$ cat src/rtl/srp_pkg.sv
package srp_pkg;

    localparam int DEV_W      = 2;
    localparam int ADDR_W     = 5;
    localparam int DATA_W     = 8;
    localparam int HDR_BITS   = DEV_W + 1 + ADDR_W;
    localparam int FRAME_BITS = HDR_BITS + DATA_W;
    localparam int NUM_REGS   = 1 << ADDR_W;
    localparam int CNT_W      = $clog2(FRAME_BITS + 1);
    localparam int SH_W       = ((HDR_BITS > DATA_W) ? HDR_BITS : DATA_W) - 1;

    localparam logic [DEV_W-1:0]  OWN_DEV   = '0;
    localparam logic [ADDR_W-1:0] REG_POWER = 5'd0;
    localparam logic [ADDR_W-1:0] REG_CLOCK = 5'd1;

    localparam int BIT_TX   = 0;
    localparam int BIT_VREF = 1;
    localparam int BIT_ADC  = 2;
    localparam int BIT_DAC  = 3;

    typedef enum logic [1:0] {
        CM_OSC_OFF = 2'b00,
        CM_PLL_OFF = 2'b01,
        CM_RUN     = 2'b10,
        CM_RUN_ALT = 2'b11
    } clk_mode_e;

    typedef struct packed {
        logic [DEV_W-1:0]  dev;
        logic              wr;
        logic [ADDR_W-1:0] addr;
    } hdr_t;

    typedef struct packed {
        logic tx;
        logic vref;
        logic adc;
        logic dac;
        logic osc;
        logic pll;
    } en_n_t;

    localparam en_n_t ALL_DOWN = '1;

    function automatic logic [DATA_W-1:0] reg_default(input int idx);
        if (idx == int'(REG_CLOCK)) return {{(DATA_W-2){1'b0}}, CM_RUN};
        return '0;
    endfunction

    function automatic en_n_t decode_power(input logic [DATA_W-1:0] pwr,
                                           input logic [DATA_W-1:0] ck);
        en_n_t     e;
        clk_mode_e m;
        m      = clk_mode_e'(ck[1:0]);
        e.tx   = ~pwr[BIT_TX];
        e.vref = ~pwr[BIT_VREF];
        e.adc  = ~pwr[BIT_ADC];
        e.dac  = ~pwr[BIT_DAC];
        e.osc  = (m == CM_OSC_OFF);
        e.pll  = (m == CM_PLL_OFF);
        return e;
    endfunction

endpackage

$ cat src/rtl/srp_sync.sv
module srp_sync #(
    parameter int          N    = 3,
    parameter logic [N-1:0] INIT = '0
) (
    input  logic         clk,
    input  logic         rst,
    input  logic [N-1:0] din,
    output logic [N-1:0] level,
    output logic [N-1:0] rise,
    output logic [N-1:0] fall
);
    for (genvar g = 0; g < N; g++) begin : g_pin
        logic s1, s2, s3;
        always_ff @(posedge clk) begin
            if (rst) begin
                s1 <= INIT[g];
                s2 <= INIT[g];
                s3 <= INIT[g];
            end else begin
                s1 <= din[g];
                s2 <= s1;
                s3 <= s2;
            end
        end
        assign level[g] = s2;
        assign rise[g]  = s2 & ~s3;
        assign fall[g]  = ~s2 & s3;
    end
endmodule

$ cat src/rtl/srp_frame.sv
module srp_frame
    import srp_pkg::*;
(
    input  logic                clk,
    input  logic                rst,
    input  logic                cs_hi,
    input  logic                sck_rise,
    input  logic                sck_fall,
    input  logic                sdi_s,
    input  logic [DATA_W-1:0]   rd_data,
    output logic [ADDR_W-1:0]   rd_addr,
    output logic                wr_en,
    output logic [ADDR_W-1:0]   wr_addr,
    output logic [DATA_W-1:0]   wr_data,
    output logic                sdo,
    output logic                sdo_en,
    output logic [CNT_W-1:0]    bit_cnt
);
    logic [SH_W-1:0]   shreg;
    hdr_t              hdr_q;
    hdr_t              hdr_now;
    logic              rd_go;
    logic [DATA_W-1:0] out_sh;
    logic              hdr_slot;
    logic              last_slot;

    assign hdr_now   = hdr_t'({shreg[HDR_BITS-2:0], sdi_s});
    assign hdr_slot  = (bit_cnt == CNT_W'(HDR_BITS - 1));
    assign last_slot = (bit_cnt == CNT_W'(FRAME_BITS - 1));
    assign rd_addr   = hdr_now.addr;

    assign wr_en   = sck_rise && !cs_hi && last_slot &&
                     hdr_q.dev == OWN_DEV && hdr_q.wr;
    assign wr_addr = hdr_q.addr;
    assign wr_data = {shreg[DATA_W-2:0], sdi_s};

    always_ff @(posedge clk) begin
        if (rst || cs_hi) begin
            bit_cnt <= '0;
            shreg   <= '0;
            hdr_q   <= '0;
            rd_go   <= 1'b0;
            out_sh  <= '0;
            sdo_en  <= 1'b0;
        end else begin
            if (sck_rise && bit_cnt < CNT_W'(FRAME_BITS)) begin
                shreg   <= {shreg[SH_W-2:0], sdi_s};
                bit_cnt <= bit_cnt + 1'b1;
                if (hdr_slot) begin
                    hdr_q  <= hdr_now;
                    rd_go  <= (hdr_now.dev == OWN_DEV) && !hdr_now.wr;
                    out_sh <= rd_data;
                end
            end
            if (sck_fall && rd_go && bit_cnt >= CNT_W'(HDR_BITS)) begin
                if (!sdo_en) sdo_en <= 1'b1;
                else         out_sh <= {out_sh[DATA_W-2:0], 1'b0};
            end
        end
    end

    assign sdo = sdo_en & out_sh[DATA_W-1];
endmodule

$ cat src/rtl/srp_regfile.sv
module srp_regfile
    import srp_pkg::*;
(
    input  logic              clk,
    input  logic              rst,
    input  logic              hard_rst_n,
    input  logic              wr_en,
    input  logic [ADDR_W-1:0] wr_addr,
    input  logic [DATA_W-1:0] wr_data,
    input  logic [ADDR_W-1:0] rd_addr,
    output logic [DATA_W-1:0] rd_data,
    output logic [DATA_W-1:0] pwr_byte,
    output logic [DATA_W-1:0] clk_byte
);
    logic [NUM_REGS-1:0][DATA_W-1:0] regs;

    for (genvar g = 0; g < NUM_REGS; g++) begin : g_reg
        always_ff @(posedge clk) begin
            if (rst || !hard_rst_n)
                regs[g] <= reg_default(g);
            else if (wr_en && wr_addr == ADDR_W'(g))
                regs[g] <= wr_data;
        end
    end

    assign rd_data  = regs[rd_addr];
    assign pwr_byte = regs[REG_POWER];
    assign clk_byte = regs[REG_CLOCK];
endmodule

$ cat src/rtl/srp_power.sv
module srp_power
    import srp_pkg::*;
(
    input  logic              hard_rst_n,
    input  logic [DATA_W-1:0] pwr_byte,
    input  logic [DATA_W-1:0] clk_byte,
    output en_n_t             en_n
);
    always_comb begin
        if (!hard_rst_n) en_n = ALL_DOWN;
        else             en_n = decode_power(pwr_byte, clk_byte);
    end
endmodule

$ cat src/rtl/serial_regfile_port.sv
module serial_regfile_port
    import srp_pkg::*;
(
    input  logic clk,
    input  logic rst,
    input  logic hard_rst_n,
    input  logic cs_n,
    input  logic sclk,
    input  logic sdi,
    output logic sdo,
    output logic sdo_en,
    output logic tx_en_n,
    output logic vref_en_n,
    output logic adc_en_n,
    output logic dac_en_n,
    output logic osc_en_n,
    output logic pll_en_n
);
    logic [2:0]        lvl, rse, fll;
    logic [ADDR_W-1:0] rd_addr, wr_addr;
    logic [DATA_W-1:0] rd_data, wr_data, pwr_byte, clk_byte;
    logic              wr_en;
    logic [CNT_W-1:0]  bit_cnt;
    en_n_t             en_n;

    srp_sync #(.N(3), .INIT(3'b011)) u_sync (
        .clk(clk), .rst(rst), .din({sdi, sclk, cs_n}),
        .level(lvl), .rise(rse), .fall(fll)
    );

    srp_frame u_frame (
        .clk(clk), .rst(rst), .cs_hi(lvl[0]),
        .sck_rise(rse[1]), .sck_fall(fll[1]), .sdi_s(lvl[2]),
        .rd_data(rd_data), .rd_addr(rd_addr),
        .wr_en(wr_en), .wr_addr(wr_addr), .wr_data(wr_data),
        .sdo(sdo), .sdo_en(sdo_en), .bit_cnt(bit_cnt)
    );

    srp_regfile u_regs (
        .clk(clk), .rst(rst), .hard_rst_n(hard_rst_n),
        .wr_en(wr_en), .wr_addr(wr_addr), .wr_data(wr_data),
        .rd_addr(rd_addr), .rd_data(rd_data),
        .pwr_byte(pwr_byte), .clk_byte(clk_byte)
    );

    srp_power u_pwr (
        .hard_rst_n(hard_rst_n), .pwr_byte(pwr_byte),
        .clk_byte(clk_byte), .en_n(en_n)
    );

    assign tx_en_n   = en_n.tx;
    assign vref_en_n = en_n.vref;
    assign adc_en_n  = en_n.adc;
    assign dac_en_n  = en_n.dac;
    assign osc_en_n  = en_n.osc;
    assign pll_en_n  = en_n.pll;
endmodule

$ cat config.mk
export PLATFORM = sky130hd
export DESIGN_NAME = serial_regfile_port
export DESIGN_NICKNAME = d
export VERILOG_FILES = /design/src/rtl/srp_pkg.sv /design/src/rtl/srp_sync.sv /design/src/rtl/srp_frame.sv /design/src/rtl/srp_regfile.sv /design/src/rtl/srp_power.sv /design/src/rtl/serial_regfile_port.sv
export SDC_FILE = /design/constraint.sdc
export NUM_CORES = 1
export LEC_CHECK = 0
export ABC_CLOCK_PERIOD_IN_PS = 3100
export BUFFER_PORTS_ARGS = -buffer_cell sky130_fd_sc_hd__buf_2
export CAP_MARGIN = 20
export CORE_MARGIN = 5
export CORE_UTILIZATION = 55
export CTS_BUF_LIST = sky130_fd_sc_hd__clkbuf_4
export CTS_CLUSTER_SIZE = 12
export DETAILED_ROUTE_END_ITERATION = 7
export HOLD_SLACK_MARGIN = 0.12
export PLACE_DENSITY = 0.71
export SYNTH_ARGS = -nofsm -noshare
export SYNTH_HDL_FRONTEND = slang
export SYNTH_SLANG_ARGS = --single-unit
$ cat constraint.sdc
create_clock -name clk -period 3.1 [get_ports clk]
set_input_delay 0.62 -clock clk [delete_from_list [all_inputs] [get_ports clk]]
set_output_delay 0.62 -clock clk [all_outputs]
set_load 0.05 [all_outputs]
==> metrics, run 1 <==
Clock Sinks 293; # setup viols final 0; first drt pass iteration count 5; Layout area overhead 10.7%; Syn Area/Cell roughly 8.3 um2; normalized max-slew margin 0.273; first-pass GRT wire length 58,000 um; Max Cap Viol 0; Post-CTS Hold Buffers 2; Ys Warns 0; TritonCTS clock tree done; Max IR drop VDD between 0.2 and 0.3 mV; fin worst setup slack approximately 430 ps; CP Class register to register; Port Buf Inserts 13; period utilisation layout 0.862; die width 163 um; post-DP HPWL 22,700 um; CP endpoint kind register; Clock Tree Root clkbuf_4; GRT overflow 0; Filler cells 2,033; Starting Density 0.555; Register Area approximately 0.0059 mm2; Worst-Skew Late Latency approximately 710 ps; hold slack 176 ps; CTS buffer count around 80; WL/cell around 18 um; initial DRC count around 1,200; Req. time, crit path 3700 ps; CP max-delay cell nor2_1; crit path launch type register; setup tns final 0 ps; Post-CTS Setup Bufs 0; critical path's top delay family simple AND/OR/NAND/NOR gates; Synth Instances around 1,600; Crit path arrival time 3280 ps; f_max ~0.37 GHz; CTS HTree Levels 3; commonest non-fill, non-tap cells in the layout nand2_1, dfxtp_1, a21oi_1; post-route clock skew roughly 40 ps; Die Ht between 150 and 200 um; DP Worst Slack ~490 ps; CP max stage delay between 500 and 600 ps; Overall Power 0.00727 W; Leakage between 4 and 5 nW; Vias/cell 5.87; I/O pin cnt 14; CP Cell Sequence ha_1 -> and3_1 -> ha_1 -> and4bb_1 -> nand4b_1 -> buf_4 -> nor2_1 -> nand2_1 -> a21oi_1; largest net degree at the start of global routing 65; CP dominant cell by count ha_1; gpl congestion between 0.8 and 0.9; Hold Crit Class input port to register; post-CTS sizing 0; status finished clean; synth top area cells dfxtp_1, nand2_1, a21oi_1; #FFs+latches synth about 290; DP Cell Count between 1,500 and 2,000; # rows 56; Residual DRC 0; number of synthesized flops with an enable pin 0; area fraction of the dominant cell type after synthesis 0.454; commonest non-fill, non-tap cell in the layout nand2_1; Syn Nets ~1,600; Pins Over Slew Limit 0; Via Count around 11,000; Layout Cells excl Fill 1,939; layout cells sized above 1 0.156; Layout Nets between 1,500 and 2,000; area leader, netlist dfxtp_1; Seq/Total Area, Yosys 0.454; Multi-input gate area 0.00651 mm2; core box area roughly 0.023 mm2; fin crit period 2670 ps; Mapped Area 0.0129 mm2; Clock Path Buffers 3; GRT Util Overall 0.270; die area 0.0266 mm2; Clk pin slew, worst setup/hold paths 60 ps; Slew @ Worst Pin 1090 ps; final count of hold timing violations 0; Buf/Inv on CP 1; synth unique cells 55; initial antenna violation count 1; top_reg_cell synth dfxtp_1; Routed Antenna Nets 0; RSZ-0062 raised after global routing false; Async SR Flop Fraction 0; final WL 35,800 um; number of global-route vias before repair roughly 11,000; Pwr Density 509 mW/mm2; CP Max Fanout 26
final timing paths:
kind,cells after the start,slack (ps),start,end
max,9,430,u_frame.bit_cnt[0]$_SDFFE_PP0N_,u_regs.regs[160]$_SDFFE_PP0P_
min,2,180,rst,u_sync.g_pin[2].s2$_SDFF_PP0_
max reg2reg,9,430,u_frame.bit_cnt[0]$_SDFFE_PP0N_,u_regs.regs[160]$_SDFFE_PP0P_
min reg2reg,1,400,u_sync.g_pin[0].s1$_SDFF_PP1_,u_sync.g_pin[0].s2$_SDFF_PP1_
stage by stage:
stage | instance area (um2) | util
after floorplan | 12900 | -
after global placement | 13300 | 0.572
after detailed placement | 13300 | 0.572
after CTS | 14300 | 0.614
after global routing | 14300 | 0.614
final | 14300 | 0.614
area by class of cell:
type,instances,share of cell area
Antenna cell,1,0.000175
Tap cell,319,0.0279
Clock buffer,117,0.0615
Clock inverter,16,0.00613
Sequential cell,293,0.411
Inverter,3,0.000788
Multi-Input combinational cell,1129,0.456
Timing Repair Buffer,61,0.0363
layer usage:
layer	vias up	wire length [um]	GRT usage
met2	498	16800	0.429
met3	92	2730	0.0520
met1	5364	14900	0.357
met4	0	1350	0.125
met5	-	0	0
li1	5432	-	-
synthesized netlist by cell type (2+ instances only):
cell,count
a21o_1,6
a21oi_1,258
a221oi_1,2
a22o_1,2
a22oi_1,21
a32o_1,6
and2_1,4
and3_1,3
buf_1,6
buf_2,20
buf_4,3
buf_6,2
clkbuf_1,99
dfxtp_1,293
ha_1,2
inv_1,3
mux2i_1,83
mux4_2,35
nand2_1,424
nand2b_1,5
nand3_1,43
nand3_2,2
nand4_1,15
nand4b_1,3
nor2_1,49
nor2b_1,10
nor3_2,15
nor3b_2,2
nor4_1,2
o21a_1,6
o21ai_0,99
or2_2,5
or3_1,4
xor2_1,2
state kept, by name, indices dropped and copies added (netlist names):
register / count
u_frame.sdo_en: 1
u_frame.wr_addr: 5
u_frame.rd_go: 1
u_frame.out_sh: 8
u_regs.clk_byte: 8
u_frame.hdr_q: 3
u_sync.g_pin.s3: 1
u_regs.regs: 240
u_sync.g_pin.s2: 3
u_frame.shreg: 7
u_regs.pwr_byte: 8
u_frame.bit_cnt: 5
u_sync.g_pin.s1: 3
where the power goes:
| part | switching (W) | internal, W |
|---|---|---|
| logic | 0.0000958 | 0.0000435 |
| registers | 0.0000128 | 0.00377 |
| clock network | 0.00155 | 0.00179 |
kinds of logic (layout without fill, tap and decap cells):
| group | Yosys count | in the layout | share of synthesized area |
|---|---|---|---|
| other | 0 | 1 | 0 |
| AND/OR/NAND/NOR | 600 | 600 | 0.205 |
| multiplexers | 118 | 118 | 0.125 |
| AO/OA/AOI/OAI | 406 | 406 | 0.169 |
| flip-flops | 293 | 293 | 0.454 |
| buffers and inverters | 133 | 197 | 0.0427 |
| adder cells (fa/ha/maj) | 2 | 2 | 0.00194 |
| XOR/XNOR | 3 | 3 | 0.00204 |
(Power assumes the default switching activity.)
==> run 2: changes to the inputs <==
- CORE_MARGIN: 5 -> unset
- GPL_TIMING_DRIVEN: unset -> 0
==> metrics, run 2 (synthesis results as in run 1) <==
core box area 0.0228 mm2 (-1.8%); DP Cell Count 1,881 (+4.3%); CP endpoint kind register; WL/cell 23.1 um (+25%); Pins Over Slew Limit 0 (unchanged); critical path's top delay family buffers and inverters; Layout Cells excl Fill 2,003 (+3.3%); final core utilization 0.625 (+0.0111); # rows 55 (-1.8%); Via Count 12,500 (+9.5%); Layout Nets 1,658 (+5.3%); RR Startpoint u_frame.shreg[0]$_SDFFE_PP0N_; layout cells sized above 1 0.129 (-0.0266); capture point of the worst reg-to-reg path u_regs.regs[137]$_SDFFE_PP0P_; Hold Crit Class input port to register; post-DP HPWL 32,400 um (+43%); Clock Tree Root clkbuf_4; Layout area overhead 10.7% (about the same); Clock Sinks 293 (unchanged); Buf/Inv on CP 4 (+3); initial antenna violation count 1 (unchanged); first-pass GRT wire length 69,200 um (+19%); period utilisation layout 0.986 (+0.124); Pwr Density 505 mW/mm2 (-0.74%); max reg flops 240 (unchanged); commonest non-fill, non-tap cell in the layout nand2_1; largest reg by FF count u_regs.regs; CP Max Fanout 10 (-62%); I/O pin cnt 14 (unchanged); R2R depth 6 (-3); final WL 46,300 um (+29%); CP startpoint u_frame.shreg[0]$_SDFFE_PP0N_; GRT Util Overall 0.388 (+0.118); crit path launch type register; die width 155 um (-4.9%); commonest non-fill, non-tap cells in the layout nand2_1, dfxtp_1, a21oi_1; Max Cap Viol 0 (unchanged); Slew @ Worst Pin 1010 ps (-75.2 ps); final count of hold timing violations 0 (unchanged); Starting Density 0.565 (+0.0101); first drt pass iteration count 6 (+1); post-CTS sizing 0 (unchanged); RSZ-0062 raised after global routing true; Filler cells 2,086 (+2.6%); Max IR drop VDD 0.281 mV (-3.9%); CP Cell Sequence buf_2 -> buf_2 -> buf_1 -> clkbuf_1 -> nand2_1 -> a21oi_1; Worst-Skew Late Latency 700 ps (about the same); hold slack 136 ps (-40.2 ps); die area 0.0241 mm2 (-9.6%); largest net degree at the start of global routing 11 (-83%); Clk pin slew, worst setup/hold paths 60 ps (about the same); Die Ht 155 um (-4.9%); CP Class register to register; status finished clean; Req. time, crit path 3700 ps (about the same); # setup viols final 0 (unchanged); f_max 0.327 GHz (-13%); Vias/cell 6.22 (+6.0%); TritonCTS clock tree done; Levels on crit path 6 (-3); CP max-delay cell clkbuf_1; Crit path arrival time 3660 ps (+380 ps); GRT overflow 0 (unchanged); fin crit period 3060 ps (+385 ps); CP dominant cell by count buf_2; Port Buf Inserts 13 (unchanged); Residual DRC 0 (unchanged); Leakage 4.34 nW (-1.2%); normalized max-slew margin 0.323 (+0.0502); CP max stage delay 800 ps (+220 ps); number of global-route vias before repair 11,500 (+4.2%); Routed Antenna Nets 0 (unchanged); gpl congestion 1.04 (+19%); reg2reg setup slack 40 ps (-380 ps); CTS buffer count 77 (-1.3%); post-route clock skew 38.6 ps (-0.465 ps); CTS HTree Levels 3 (unchanged); Setup crit end u_regs.regs[137]$_SDFFE_PP0P_; Overall Power 0.00721 W (-0.76%); Clock Path Buffers 3 (unchanged); initial DRC count 1,749 (+49%)
## run 2: how the worst min path moves through the flow
stage,cells past startpoint,startpoint,to,slack (ps)
floorplan,1,u_sync.g_pin[0].s1$_SDFF_PP1_,u_sync.g_pin[0].s2$_SDFF_PP1_,390
global placement,1,u_sync.g_pin[1].s1$_SDFF_PP1_,u_sync.g_pin[1].s2$_SDFF_PP1_,390
global route,2,sdi,u_sync.g_pin[2].s1$_SDFF_PP0_,140
finish,2,sdi,u_sync.g_pin[2].s1$_SDFF_PP0_,140
detailed placement,1,u_sync.g_pin[1].s1$_SDFF_PP1_,u_sync.g_pin[1].s2$_SDFF_PP1_,390
CTS,2,sdi,u_sync.g_pin[2].s1$_SDFF_PP0_,120
## run 2: layer usage
layer  global-route usage  vias up  routed length, um  share of wire
met3                0.102      177               5770           0.12
met2                0.575      802              19800           0.43
met4                0.204        0               2560          0.055
li1                     -     5590                  -              -
met5                    0        -                  0              0
met1                0.521     5894              18200           0.39
## run 2: metrics by stage
stage / instance area [um2] / setup WS, ps / TNS [ps]
global placement: 13400 / 287 / 0
CTS: 14300 / 246 / 0
floorplan: 12900 / 927 / 0
detailed placement: 13400 / 284 / 0
finish: 14300 / 43.1 / 0
global route: 14300 / -26.9 / -62.0
## run 2: area by class of cell
cell class,instances,area (um2),share of cell area
diodes,1,2.50,0.000175
plain buffers,130,539,0.0378
clock buffers,112,841,0.0589
clock inverters,6,52.6,0.00368
inverters,3,11.3,0.000788
multi-input cells,1129,6490,0.454
flip-flops and latches,293,5870,0.411
well taps,313,392,0.0274
repair buffers,16,90.1,0.00631
## run 2: repair_timing
| action | in CTS | in global routing |
|---|---|---|
| endpoints found under the hold margin | 2 | 0 |
| endpoints found under the setup margin | 0 | 4 |
| setup buffers | 0 | 0 |
| hold buffers | 2 | 0 |
## run 2: power by group
part	internal (W)	leakage (nW)	switching, W
Clock	0.00171	0.539	0.00156
Combinational	0.0000378	1.44	0.000136
Sequential	0.00377	2.36	0.00000265
Total	0.00551	4.34	0.00170
## run 2: worst reg2reg max path: stages (launching register included)
cell,delay [ps]
dfxtp_1,390
buf_2,330
buf_2,430
buf_1,700
clkbuf_1,810
nand2_1,120
a21oi_1,190
==> run 3: changes to the inputs <==
- ABC_AREA: unset -> 1
- SLEW_MARGIN: unset -> 0
==> metrics, run 3 <==
post-CTS sizing 0 (unchanged); number of global-route vias before repair 12,900 (+12%); I/O pin cnt 14 (unchanged); core box area 0.0242 mm2 (+6.1%); Residual DRC 33 (+33); Clk pin slew, worst setup/hold paths 60 ps (about the same); CTS HTree Levels 3 (unchanged); CTS buffer count 79 (+2.6%); normalized max-slew margin 0.351 (+0.0271); Layout area overhead 10.6%; initial antenna violation count 1 (unchanged); Layout Nets 2,031 (+22%); WL/cell 21.2 um (-8.5%); final WL 50,700 um (+9.4%); Clock Sinks 293 (unchanged); Clock Tree Root clkbuf_4; Via Count 14,000 (+12%); synth unique cells 37 (-33%); crit path launch type register; RSZ-0062 raised after global routing false; TritonCTS clock tree done; Clock Path Buffers 3 (unchanged); Ys Warns 0 (unchanged); post-route clock skew 33.5 ps (-5.10 ps); top_reg_cell synth dfxtp_1; initial DRC count 1,993 (+14%); Mapped Area 0.0136 mm2 (+5.3%); largest net degree at the start of global routing 11 (unchanged); Pins Over Slew Limit 0 (unchanged); Pwr Density 505 mW/mm2 (about the same); Worst Hold Depth 2 (unchanged); commonest non-fill, non-tap cells in the layout nand2_1, inv_1, dfxtp_1; CP Max Fanout 10 (unchanged); Leakage 6.13 nW (+41%); CP endpoint kind register; Crit path arrival time 3110 ps (-550 ps); period utilisation layout 0.800 (-0.187); gpl congestion 1.08 (+3.4%); DP Cell Count 2,265 (+20%); Async SR Flop Fraction 0 (unchanged); Vias/cell 5.86 (-5.9%); GRT Util Overall 0.392 (+0.00346); most frequent cell after synthesis nand2_1; Max IR drop VDD 0.363 mV (+29%); Synth Instances 1,928 (+24%); HP Start cs_n; failing checks DRC; RR Startpoint u_frame.shreg[0]$_SDFFE_PP0N_; Syn Nets 1,936 (+24%); Post-CTS Setup Bufs 0 (unchanged); area fraction of the dominant cell type after synthesis 0.432 (-0.0228); Post-CTS Hold Buffers 1 (-1); die width 159 um (+2.6%); Layout Cells excl Fill 2,394 (+20%); f_max 0.403 GHz (+23%); die area 0.0253 mm2 (+5.2%); reg2reg setup slack 620 ps (+580 ps); Post-synth top cells nand2_1, inv_1, dfxtp_1; # rows 57 (+3.6%); setup tns final 0 ps (unchanged); Port Buf Inserts 13 (unchanged); Seq/Total Area, Yosys 0.432 (-0.0228); Max Cap Viol 0 (unchanged); first drt pass iteration count 8 (+2); #FFs+latches synth 293 (unchanged); commonest non-fill, non-tap cell in the layout nand2_1; layout cells sized above 1 0.121 (-0.00776); area leader, netlist dfxtp_1; Syn Area/Cell 7.05 um2 (-15%); Req. time, crit path 3730 ps (+30 ps); capture point of the worst reg-to-reg path u_frame.out_sh[6]$_SDFF_PP0_; number of synthesized flops with an enable pin 0 (unchanged); Filler cells 2,402 (+15%); status finished, violations left; fin crit period 2480 ps (-578 ps); Routed Antenna Nets 0 (unchanged); GRT overflow 0 (unchanged); final core utilization 0.620 (-0.00564); Slew @ Worst Pin 974 ps (-40.6 ps); end of the worst hold path u_sync.g_pin[0].s1$_SDFF_PP1_; post-DP HPWL 35,200 um (+8.6%); CP Class register to register; final count of hold timing violations 0 (unchanged); # setup viols final 0 (unchanged); Worst-Skew Late Latency 710 ps (about the same); R2R depth 11 (+5); Hold Crit Class input port to register; synth top area cells dfxtp_1, a21oi_1, nand2_1; largest reg by FF count u_regs.regs; first-pass GRT wire length 74,400 um (+7.5%); Starting Density 0.560 (-0.00448); Die Ht 159 um (+2.6%); max reg flops 240 (unchanged)
==> run 3: critical path, stage by stage, from the launching register on <==
cell and delay, ps:
dfxtp_1 310, buf_4 180, buf_4 200, clkbuf_1 680, nand3_1 200, nand3_1 110
nand3_1 280, nand2_1 190, nand2_1 70, nand3_1 90, nand2_1 60, inv_1 50
==> run 3: kinds of logic (layout without fill, tap and decap cells) <==
kind of cell    after synthesis  after routing  share of synthesized area
simple gates                617            617                      0.210
compound gates              571            571                      0.214
fa+ha+maj                     2              2                    0.00184
xor+xnor                      1              1                   0.000645
other cells                   0              1                          0
flops                       293            293                      0.432
buf+inv                     444            585                      0.143
==> run 3: area by class of cell <==
| cell class | count | area [um2] | area share |
|---|---|---|---|
| timing repair buffer | 14 | 75.1 | 0.00500 |
| clock inverter | 8 | 57.6 | 0.00383 |
| buffer | 147 | 822 | 0.0547 |
| inverter | 297 | 1120 | 0.0744 |
| tap | 324 | 405 | 0.0270 |
| multi-input combinational | 1191 | 5790 | 0.385 |
| antenna | 1 | 2.50 | 0.000167 |
| sequential | 293 | 5870 | 0.390 |
| clock buffer | 119 | 893 | 0.0595 |
==> run 3: routing by layer <==
layer / track usage / vias up / wire [um]
met5: 0 / - / 0
met4: 0.248 / 0 / 3610
met3: 0.115 / 258 / 6660
met2: 0.588 / 954 / 21100
met1: 0.493 / 6332 / 19300
li1: - / 6473 / -
==> run 3: worst max path at each step <==
stage / start / endpoint / slack (ps) / cells after the start
floorplan: u_regs.clk_byte[0]$_SDFFE_PP0P_ / pll_en_n / 1040 / 2
global placement: rst / u_regs.regs[255]$_SDFFE_PP0P_ / 760 / 8
detailed placement: rst / u_regs.regs[255]$_SDFFE_PP0P_ / 740 / 8
CTS: u_frame.bit_cnt[0]$_SDFFE_PP0N_ / u_regs.pwr_byte[6]$_SDFFE_PP0P_ / 770 / 12
global route: u_frame.shreg[1]$_SDFFE_PP0N_ / u_frame.out_sh[5]$_SDFF_PP0_ / 590 / 10
finish: u_frame.shreg[0]$_SDFFE_PP0N_ / u_frame.out_sh[6]$_SDFF_PP0_ / 620 / 11
==> run 3: through the flow <==
stage | hold slack (ps) | area [um2] | power [W] | setup WS (ps)
2_1_floorplan | 388 | 13600 | 0.00410 | 1040
3_5_place_dp | 404 | 14100 | 0.00423 | 739
5_1_grt | 128 | 15000 | 0.00781 | 587
6_report | 139 | 15000 | 0.00759 | 621
4_1_cts | 124 | 15000 | 0.00756 | 768
3_3_place_gp | 398 | 14100 | 0.00423 | 764
==> run 3: where the power goes <==
group	leakage, nW	internal [W]	switching (W)
clock network	0.580	0.00181	0.00161
registers	2.36	0.00377	0.00000215
logic	3.19	0.000104	0.000294
total	6.13	0.00568	0.00191
